--- config.mk ---
export PLATFORM = sky130hd
export DESIGN_NAME = pvq_dot_accum
export DESIGN_NICKNAME = d
export VERILOG_FILES = /design/src/rtl/pvq_acc_pkg.sv /design/src/rtl/pvq_seq_fsm.sv /design/src/rtl/pvq_index_gen.sv /design/src/rtl/pvq_accum_dp.sv /design/src/rtl/pvq_dot_accum.sv
export SDC_FILE = /design/constraint.sdc
export NUM_CORES = 1
export LEC_CHECK = 0
export BUFFER_PORTS_ARGS = -buffer_cell sky130_fd_sc_hd__buf_2
export CAP_MARGIN = 20
export CORE_MARGIN = 2
export CORE_UTILIZATION = 40
export CTS_BUF_LIST = sky130_fd_sc_hd__clkbuf_4
export DETAILED_ROUTE_END_ITERATION = 12
export GPL_ROUTABILITY_DRIVEN = 0
export HOLD_SLACK_MARGIN = 0.02
export REMOVE_ABC_BUFFERS = 1
export SLEW_MARGIN = 25
export SYNTH_ARGS = -nofsm -noshare
export SYNTH_HDL_FRONTEND = slang
export SYNTH_SLANG_ARGS = --single-unit
--- constraint.sdc ---
create_clock -name clk -period 3.36 [get_ports clk]
set_input_delay 0 -clock clk [delete_from_list [all_inputs] [get_ports clk]]
set_output_delay 0 -clock clk [all_outputs]
set_load 0.1 [all_outputs]
--- src/rtl/pvq_acc_pkg.sv ---
package pvq_acc_pkg;
    typedef enum logic [1:0] {
        ST_IDLE   = 2'd0,
        ST_FETCH  = 2'd1,
        ST_REPEAT = 2'd2,
        ST_FINISH = 2'd3
    } seq_state_t;
endpackage

--- src/rtl/pvq_seq_fsm.sv ---
module pvq_seq_fsm
    import pvq_acc_pkg::*;
#(
    parameter int WT_W = 6
) (
    input  logic                   clk,
    input  logic                   rst_n,
    input  logic                   start,
    input  logic                   pair_valid,
    input  logic                   pair_end,
    input  logic signed [WT_W-1:0] pair_wt,
    output logic                   pair_ready,
    output logic                   take_pair,
    output logic                   add_en,
    output logic                   add_neg,
    output logic                   clear,
    output logic                   in_repeat,
    output logic                   done,
    output logic                   busy
);
    localparam int SGN = WT_W - 1;

    seq_state_t      state, nxt;
    logic [WT_W-1:0] remain;
    logic            neg_q;
    logic [WT_W-1:0] pair_mag;

    // magnitude as unsigned WT_W bits; the most negative value maps correctly
    assign pair_mag = pair_wt[SGN] ? WT_W'(-pair_wt) : WT_W'(pair_wt);

    always_comb begin
        nxt = state;
        unique case (state)
            ST_IDLE:   if (start) nxt = ST_FETCH;
            ST_FETCH: begin
                if (pair_valid) begin
                    if (pair_end)                   nxt = ST_FINISH;
                    else if (pair_mag > WT_W'(1))   nxt = ST_REPEAT;
                end
            end
            ST_REPEAT: if (remain == WT_W'(1)) nxt = ST_FETCH;
            ST_FINISH: nxt = ST_IDLE;
            default:   nxt = ST_IDLE;
        endcase
    end

    always_ff @(posedge clk or negedge rst_n) begin
        if (!rst_n) begin
            state  <= ST_IDLE;
            remain <= '0;
            neg_q  <= 1'b0;
        end else begin
            state <= nxt;
            if (take_pair) begin
                remain <= pair_mag - WT_W'(1);
                neg_q  <= pair_wt[SGN];
            end else if (state == ST_REPEAT) begin
                remain <= remain - WT_W'(1);
            end
        end
    end

    always_comb begin
        pair_ready = (state == ST_FETCH);
        take_pair  = (state == ST_FETCH) && pair_valid && !pair_end;
        in_repeat  = (state == ST_REPEAT);
        add_en     = (take_pair && (pair_mag != '0)) || in_repeat;
        add_neg    = in_repeat ? neg_q : pair_wt[SGN];
        clear      = (state == ST_IDLE) && start;
        done       = (state == ST_FINISH);
        busy       = (state != ST_IDLE);
    end

    assert_done_then_idle_R7: assert property (@(posedge clk) disable iff (!rst_n)
        done |=> (!done && !busy));
    assert_start_opens_R2: assert property (@(posedge clk) disable iff (!rst_n)
        ((state == ST_IDLE) && start) |=> pair_ready);
    assert_repeat_units_left_R3: assert property (@(posedge clk) disable iff (!rst_n)
        (state == ST_REPEAT) |-> (remain != '0));
endmodule

--- src/rtl/pvq_index_gen.sv ---
module pvq_index_gen #(
    parameter int IDX_W = 8,
    parameter int RUN_W = 8
) (
    input  logic             clk,
    input  logic             rst_n,
    input  logic             clear,
    input  logic             take_pair,
    input  logic             wt_nonzero,
    input  logic             in_repeat,
    input  logic [RUN_W-1:0] pair_zrun,
    output logic [IDX_W-1:0] x_idx
);
    logic [IDX_W-1:0] base_pos;
    logic [IDX_W-1:0] cur_idx;
    logic [IDX_W-1:0] target;

    assign target = base_pos + IDX_W'(pair_zrun);
    assign x_idx  = in_repeat ? cur_idx : target;

    always_ff @(posedge clk or negedge rst_n) begin
        if (!rst_n) begin
            base_pos <= '0;
            cur_idx  <= '0;
        end else if (clear) begin
            base_pos <= '0;
            cur_idx  <= '0;
        end else if (take_pair) begin
            cur_idx  <= target;
            base_pos <= target + (wt_nonzero ? IDX_W'(1) : IDX_W'(0));
        end
    end

    assert_idx_hold_R5: assert property (@(posedge clk) disable iff (!rst_n)
        in_repeat |=> (!in_repeat || $stable(x_idx)));
    assert_base_advance_R5: assert property (@(posedge clk) disable iff (!rst_n)
        (take_pair && wt_nonzero) |=> (base_pos == $past(x_idx) + IDX_W'(1)));
endmodule

--- src/rtl/pvq_accum_dp.sv ---
module pvq_accum_dp #(
    parameter int X_W   = 8,
    parameter int ACC_W = 24,
    parameter int CNT_W = 16
) (
    input  logic                    clk,
    input  logic                    rst_n,
    input  logic                    clear,
    input  logic                    add_en,
    input  logic                    add_neg,
    input  logic signed [X_W-1:0]   x_data,
    output logic signed [ACC_W-1:0] acc,
    output logic [CNT_W-1:0]        unit_count
);
    localparam int EXT = ACC_W - X_W;

    logic signed [ACC_W-1:0] x_ext;
    assign x_ext = {{EXT{x_data[X_W-1]}}, x_data};

    always_ff @(posedge clk or negedge rst_n) begin
        if (!rst_n) begin
            acc        <= '0;
            unit_count <= '0;
        end else if (clear) begin
            acc        <= '0;
            unit_count <= '0;
        end else if (add_en) begin
            acc        <= add_neg ? (acc - x_ext) : (acc + x_ext);
            unit_count <= unit_count + CNT_W'(1);
        end
    end

    assert_acc_hold_R7: assert property (@(posedge clk) disable iff (!rst_n)
        (!add_en && !clear) |=> $stable(acc));
    assert_count_step_R8: assert property (@(posedge clk) disable iff (!rst_n)
        add_en |=> (unit_count == $past(unit_count) + CNT_W'(1)));
endmodule

--- src/rtl/pvq_dot_accum.sv ---
module pvq_dot_accum #(
    parameter int IDX_W = 8,
    parameter int RUN_W = 8,
    parameter int WT_W  = 6,
    parameter int X_W   = 8,
    parameter int ACC_W = 24,
    parameter int CNT_W = 16
) (
    input  logic                    clk,
    input  logic                    rst_n,
    input  logic                    start,
    input  logic                    pair_valid,
    output logic                    pair_ready,
    input  logic [RUN_W-1:0]        pair_zrun,
    input  logic signed [WT_W-1:0]  pair_wt,
    output logic [IDX_W-1:0]        x_idx,
    input  logic signed [X_W-1:0]   x_data,
    output logic signed [ACC_W-1:0] acc,
    output logic [CNT_W-1:0]        unit_count,
    output logic                    done,
    output logic                    busy
);
    logic pair_end, wt_nonzero;
    logic take_pair, add_en, add_neg, clear, in_repeat;

    assign wt_nonzero = (pair_wt != '0);
    assign pair_end   = (pair_zrun == '0) && !wt_nonzero;

    pvq_seq_fsm #(.WT_W(WT_W)) u_fsm (
        .clk(clk), .rst_n(rst_n), .start(start), .pair_valid(pair_valid),
        .pair_end(pair_end), .pair_wt(pair_wt), .pair_ready(pair_ready),
        .take_pair(take_pair), .add_en(add_en), .add_neg(add_neg),
        .clear(clear), .in_repeat(in_repeat), .done(done), .busy(busy)
    );

    pvq_index_gen #(.IDX_W(IDX_W), .RUN_W(RUN_W)) u_idx (
        .clk(clk), .rst_n(rst_n), .clear(clear), .take_pair(take_pair),
        .wt_nonzero(wt_nonzero), .in_repeat(in_repeat),
        .pair_zrun(pair_zrun), .x_idx(x_idx)
    );

    pvq_accum_dp #(.X_W(X_W), .ACC_W(ACC_W), .CNT_W(CNT_W)) u_dp (
        .clk(clk), .rst_n(rst_n), .clear(clear), .add_en(add_en),
        .add_neg(add_neg), .x_data(x_data), .acc(acc), .unit_count(unit_count)
    );
endmodule

==> qor.csv, run 1 <==
metric;value;unit
Unique masters post-synth;54;
worst-case hold path end point;u_fsm.state[0];
final period utilization;96.3;%
hold path depth;5;
Tmin final;3240;ps
vias in the first global route;4488;
Crit Path Category;reg2reg;
Rows;40;
Worst-path clk slew;120;ps
via count;4725;
Primary FF master, synth;dfrtp_1;
final hold viol count;0;
Fmax achieved;0.309;GHz
count leader, synth;nand2_1;
Max Slew Vio Count;0;
Hold WS;70.3;ps
Clock Latency Late Sink;460;ps
Crit path largest cell delay;400;ps
Top delay family on crit path;compound AO/OA/AOI/OAI gates;
initial antenna violation count;0;
reg2reg path depth;13;
worst r2r src;u_fsm.state[0];
dpl hpwl;10000;um
gr usage total;20.9;%
CTS sink cnt;65;
Ant. Diodes;0;
TNS Setup;0;ps
Post-synth ARST share;100;%
CP Max Fanout;3;
CTS tree;built;
total CTS buffers;9;
worst-path cell chain;nand2b_4, mux2i_2, buf_4, a21o_1, fa_1, and2b_1, nor2_1, o21ai_2, a21oi_2, o41a_1, nor4_2, mux2i_1, a311o_1;
Slew headroom;47.8;%
flop-to-flop setup slack;120;ps
CP bufs+invs;1;
top cells by instance count after synthesis;nand2_1, dfrtp_1, a21oi_1;
Core Region;12100;sq um
Die Y;116;um
largest net degree at the start of global routing;44;
synthesized netlist cell count;617;
Initial Util;41.3;%
CTS root buffer;clkbuf_4;
Hold Startpoint;pair_zrun[2];
number of DRC markers in iteration 0;184;
Max-cap violations;0;
fin nets;776;
DRC;0;
die footprint;13400;sq um
status;finished, final reports clean;
Critical Path AT;3590;ps
ranking of synthesized cells by area;dfrtp_1, ha_1, nand2_1;
Yosys top cell by area;dfrtp_1;
global route total overflow;0;
slowest cell on the critical path;dfrtp_1;
FILL cells;1156;
DR vias/cell;5.37;
Setup-failing EPs final;0;
worst r2r dst;u_dp.acc[20];
Worst Hold Class;in2reg;
number of flops mapped to enable cells by yosys;0;
Post-DRT Antenna Nets;0;
H-tree levels;3;
DR WL/cell;15.4;um
register area share after synthesis;32.7;%
IO buf count;76;
RSZ-0062 raised after global routing;no;
post-synth top area share;32.7;%
measured slew at the worst slew-check pin;783;ps
Clock Tree Buf Depth;2;
Layout Area Growth over Synthesis;19.1;%
Routed Wire Length;13600;um
drt first pass iters;4;
fraction of layout cells with a size suffix above 1;18.1;%
Mapped Area;4980;sq um
worst endpoint required time;3710;ps
Yosys warning count;0;
# IOs;77;
Critical Path End Type;register;
first-pass GRT wire length;21800;um
Worst setup SP type;register;
Post-Syn Area per Cell;8.07;sq um
Setup Skew;16.0;ps
post-synthesis register bit count;65;
Die X;116;um
## through the flow
| step | util [%] | worst slack, ps | cell area [sq um] | cells |
|---|---|---|---|---|
| 3_5_place_dp | 46.6 | -63.1 | 5620 | 852 |
| 4_1_cts | 48.9 | 48.6 | 5890 | 879 |
| 6_report | 49.2 | 124 | 5930 | 880 |
| 2_1_floorplan | - | -487 | 4850 | 585 |
| 3_3_place_gp | 46.6 | 24.7 | 5620 | 852 |
| 5_1_grt | 49.2 | 5.62 | 5930 | 880 |
## kinds of logic after synthesis
family | share of synthesized area (%)
XOR/XNOR | 10.6
flip-flops | 32.7
buffers and inverters | 4.12
AO/OA/AOI/OAI | 19.5
adder cells (fa/ha/maj) | 11.1
multiplexers | 0.603
AND/OR/NAND/NOR | 21.5
## worst max path at each step
stage	start	endpoint	slack (ps)	cells past startpoint
CTS	u_fsm.state[0]	u_dp.acc[18]	50	14
detailed placement	u_fsm.state[0]	u_dp.acc[18]	-60	14
finish	u_fsm.state[0]	u_dp.acc[20]	120	13
global placement	u_fsm.state[0]	u_dp.acc[19]	20	15
global route	u_fsm.state[0]	u_dp.acc[20]	6	13
floorplan	u_idx.base_pos[0]	x_idx[6]	-490	8
## routing by layer
layer / global-route usage [%] / part of all wire [%] / vias up / wire length, um
met3: 3.45 / 4.7 / 16 / 632
li1: - / - / 2362 / -
met4: 7.79 / 1.5 / 0 / 201
met1: 27.0 / 45 / 2235 / 6140
met5: 0 / 0 / - / 0
met2: 35.3 / 49 / 112 / 6590
## worst reg2reg max path: stages, from the launching register on
cell and delay (ps):
dfrtp_1 400, nand2b_4 150, mux2i_2 160, buf_4 150
a21o_1 200, fa_1 400, and2b_1 220, nor2_1 70
o21ai_2 120, a21oi_2 80, o41a_1 360, nor4_2 360
mux2i_1 120, a311o_1 330
## placed cells by master (no fill, tap or decap), types with 4 or more instances in the layout
| master | netlist | layout |
|---|---|---|
| nor2_1 | 50 | 50 |
| a21oi_1 | 52 | 50 |
| nor2b_1 | 5 | 5 |
| a31oi_1 | 9 | 9 |
| clkbuf_4 | 0 | 9 |
| ha_1 | 41 | 41 |
| nand3b_1 | 4 | 4 |
| dlygate4sd3_1 | 0 | 10 |
| nand4_1 | 9 | 9 |
| nor3_1 | 11 | 11 |
| a211oi_1 | 6 | 6 |
| o21bai_1 | 6 | 6 |
| nand3_1 | 35 | 35 |
| xor2_1 | 36 | 36 |
| inv_1 | 21 | 21 |
| buf_2 | 5 | 76 |
| xnor2_1 | 24 | 24 |
| and2_1 | 4 | 4 |
| buf_4 | 0 | 25 |
| or3_1 | 5 | 5 |
| a21o_1 | 13 | 13 |
| o21ai_0 | 49 | 45 |
| dfrtp_1 | 65 | 65 |
| o31ai_1 | 5 | 4 |
| nand2_1 | 87 | 86 |
| and3_1 | 6 | 6 |
| o21ai_1 | 1 | 4 |
## registers in the layout, summed over array words and instances, names as in the netlist
| name | flops |
|---|---|
| u_dp.acc | 24 |
| u_dp.unit_count | 16 |
| u_idx.base_pos | 8 |
| u_idx.cur_idx | 8 |
| u_fsm.remain | 6 |
| u_fsm.state | 2 |
| u_fsm.neg_q | 1 |
## area by class of cell
| cell class | instances | area (sq um) | area share [%] |
|---|---|---|---|
| clock buffer | 9 | 67.6 | 1.14 |
| inverter | 21 | 78.8 | 1.33 |
| tap | 168 | 210 | 3.54 |
| multi-input combinational | 499 | 3190 | 53.7 |
| sequential | 65 | 1630 | 27.4 |
| timing repair buffer | 111 | 668 | 11.3 |
| clock inverter | 7 | 93.8 | 1.58 |
## timing repair
action                     CTS  global route
pin swaps                    0             4
hold buffers                10             0
buffers inserted             1             1
gates resized for setup      1            12
setup endpoints to repair    5             9
hold endpoints to repair    32             0
Power of run 1 is left out: the tool's default activity adds up to more than one toggle a clock period on the data nets, which glitch-free logic cannot reach.
==> run 2: changes to the inputs <==
- CTS_BUF_LIST: sky130_fd_sc_hd__clkbuf_4 -> default
- RECOVER_POWER: default -> 25
==> run 2 against run 1 <==
Worst setup slack improved by 53 ps. First-iteration DRC count rose by 28%. Sequential share of layout area down 0.37 points.
==> qor.csv, run 2 (synthesized netlist as in run 1, its figures left out) <==
metric;value;unit;change
Slew headroom;0.800;%;-47 points
measured slew at the worst slew-check pin;1490;ps;+705 ps
fin nets;771;;-0.64%
Die X;116;um;unchanged
biggest regs;u_dp.acc (24), u_dp.unit_count (16);;
die footprint;13400;sq um;unchanged
drt first pass iters;5;;+1
Setup-failing EPs final;0;;unchanged
fin util;49.8;%;+0.67 points
setup slack after layout;176;ps;+52.8 ps
IO buf count;76;;unchanged
Routed Wire Length;13500;um;-0.40%
Max-cap violations;0;;unchanged
commonest non-fill, non-tap cell in the layout;nand2_1;;
TNS Setup;0;ps;unchanged
Die Y;116;um;unchanged
Worst-path clk slew;60;ps;-60 ps
CTS tree;built;;
total CTS buffers;9;;unchanged
via count;4722;;-0.063%
Worst Hold Class;in2reg;;
Max Slew Vio Count;0;;unchanged
Tmin final;3180;ps;-52.8 ps
global route total overflow;0;;unchanged
fraction of layout cells with a size suffix above 1;15.1;%;-3.0 points
worst-path cell chain;nand2b_4, mux2i_2, buf_4, a21o_1, fa_1, and2b_1, nor2_1, o21ai_2, a21oi_2, o41a_1, nor4_2, mux2i_1, a311o_1;;
Layout Area Growth over Synthesis;20.7;%;
Clock Tree Buf Depth;2;;unchanged
Critical Path End Type;register;;
Top delay family on crit path;compound AO/OA/AOI/OAI gates;;
Setup Skew;7.30;ps;-8.73 ps
Crit Path Category;reg2reg;;
largest net degree at the start of global routing;44;;unchanged
slowest cell on the critical path;fa_1;;
# IOs;77;;unchanged
commonest cells after routing, fill and taps aside;nand2_1, dfrtp_1, buf_2;;
DR WL/cell;15.4;um;+0.17%
Ant. Diodes;0;;unchanged
vias in the first global route;4406;;-1.8%
CTS sink cnt;65;;unchanged
CP bufs+invs;1;;unchanged
dpl ws;-63.1;ps;unchanged
Critical Path AT;3410;ps;-180 ps
Crit path largest cell delay;400;ps;about the same
worst r2r src;u_fsm.state[0];;
H-tree levels;3;;unchanged
Clock Latency Late Sink;350;ps;-110 ps
DR vias/cell;5.40;;+0.51%
initial antenna violation count;0;;unchanged
global route hottest layer;met2;;
Core Region;12100;sq um;unchanged
final hold viol count;0;;unchanged
Post-DRT Antenna Nets;0;;unchanged
final period utilization;94.7;%;-1.6 points
Worst setup SP type;register;;
CP Max Fanout;3;;unchanged
DP Cell Count;852;;unchanged
Initial Util;41.3;%;unchanged
first-pass GRT wire length;21700;um;-0.54%
worst endpoint required time;3590;ps;-120 ps
Fmax achieved;0.314;GHz;+1.7%
non-filler cells, final;875;;-0.57%
Largest register FFs;24;;unchanged
Rows;40;;unchanged
dpl hpwl;10000;um;unchanged
Hold Startpoint;pair_zrun[0];;
GRT met2 Usage;34.6;%;-0.66 points
register with the most flip-flops;u_dp.acc;;
gr usage total;20.9;%;-0.066 points
RSZ-0062 raised after global routing;no;;
met3 Usage GRT;3.61;%;+0.16 points
DRC;0;;unchanged
GR met1 Demand/Resource;27.5;%;+0.43 points
CTS root buffer;clkbuf_16;;
start point of the critical path;u_fsm.state[0];;
number of DRC markers in iteration 0;235;;+28%
status;finished, final reports clean;;
[run 2: cell types whose count changed in the layout (fill, tap and decap cells not counted), moves of 6 or more]
cell,delta
buf_2,-23
clkbuf_1,+23
clkbuf_16,+9
clkbuf_4,-9
dlygate4sd3_1,-6
[run 2: final cells by class]
class	count	area [sq um]
well taps	168	210
clock buffers	10	239
fillers	1141	6050
flip-flops and latches	65	1630
multi-input cells	499	3180
inverters	21	78.8
repair buffers	106	587
clock inverters	6	90.1
[run 2: timing repair]
action                     4_1_cts  5_1_grt
buffers inserted                 1        2
resized for setup                1       11
pin swaps                        0        4
hold buffers                     4        0
setup endpoints to repair        3        9
hold endpoints to repair        25        0
[run 2: worst min-delay path: cells and delay by family]
kind	cells	cell delay (ps)
fa+ha+maj	1	170
buf+inv	1	90
simple gates	2	110
[run 2: per-stage QoR]
stage	cell area, sq um	hold WS [ps]
after floorplan	4850	-296
after global placement	5620	46.6
after detailed placement	5620	46.2
after CTS	6000	43.4
after global routing	6010	114
final	6010	53.4
[run 2: final timing paths]
check	endpoint	slack, ps	cells after the start
worst max-delay path	u_dp.acc[20]	180	13
worst min-delay path	u_idx.cur_idx[0]	50	4
worst max register to register	u_dp.acc[20]	180	13
worst min register to register	u_dp.acc[23]	490	1
max in group asynchronous	u_dp.acc[15]	1510	3
min in group asynchronous	u_dp.acc[5]	570	2
[run 2: metal layers]
metal,part of all wire (%),up-vias
met5,0,-
met1,46,2233
met2,48,118
met3,4.1,15
li1,-,2356
met4,1.7,0
Power of run 2 is left out for the same reason.
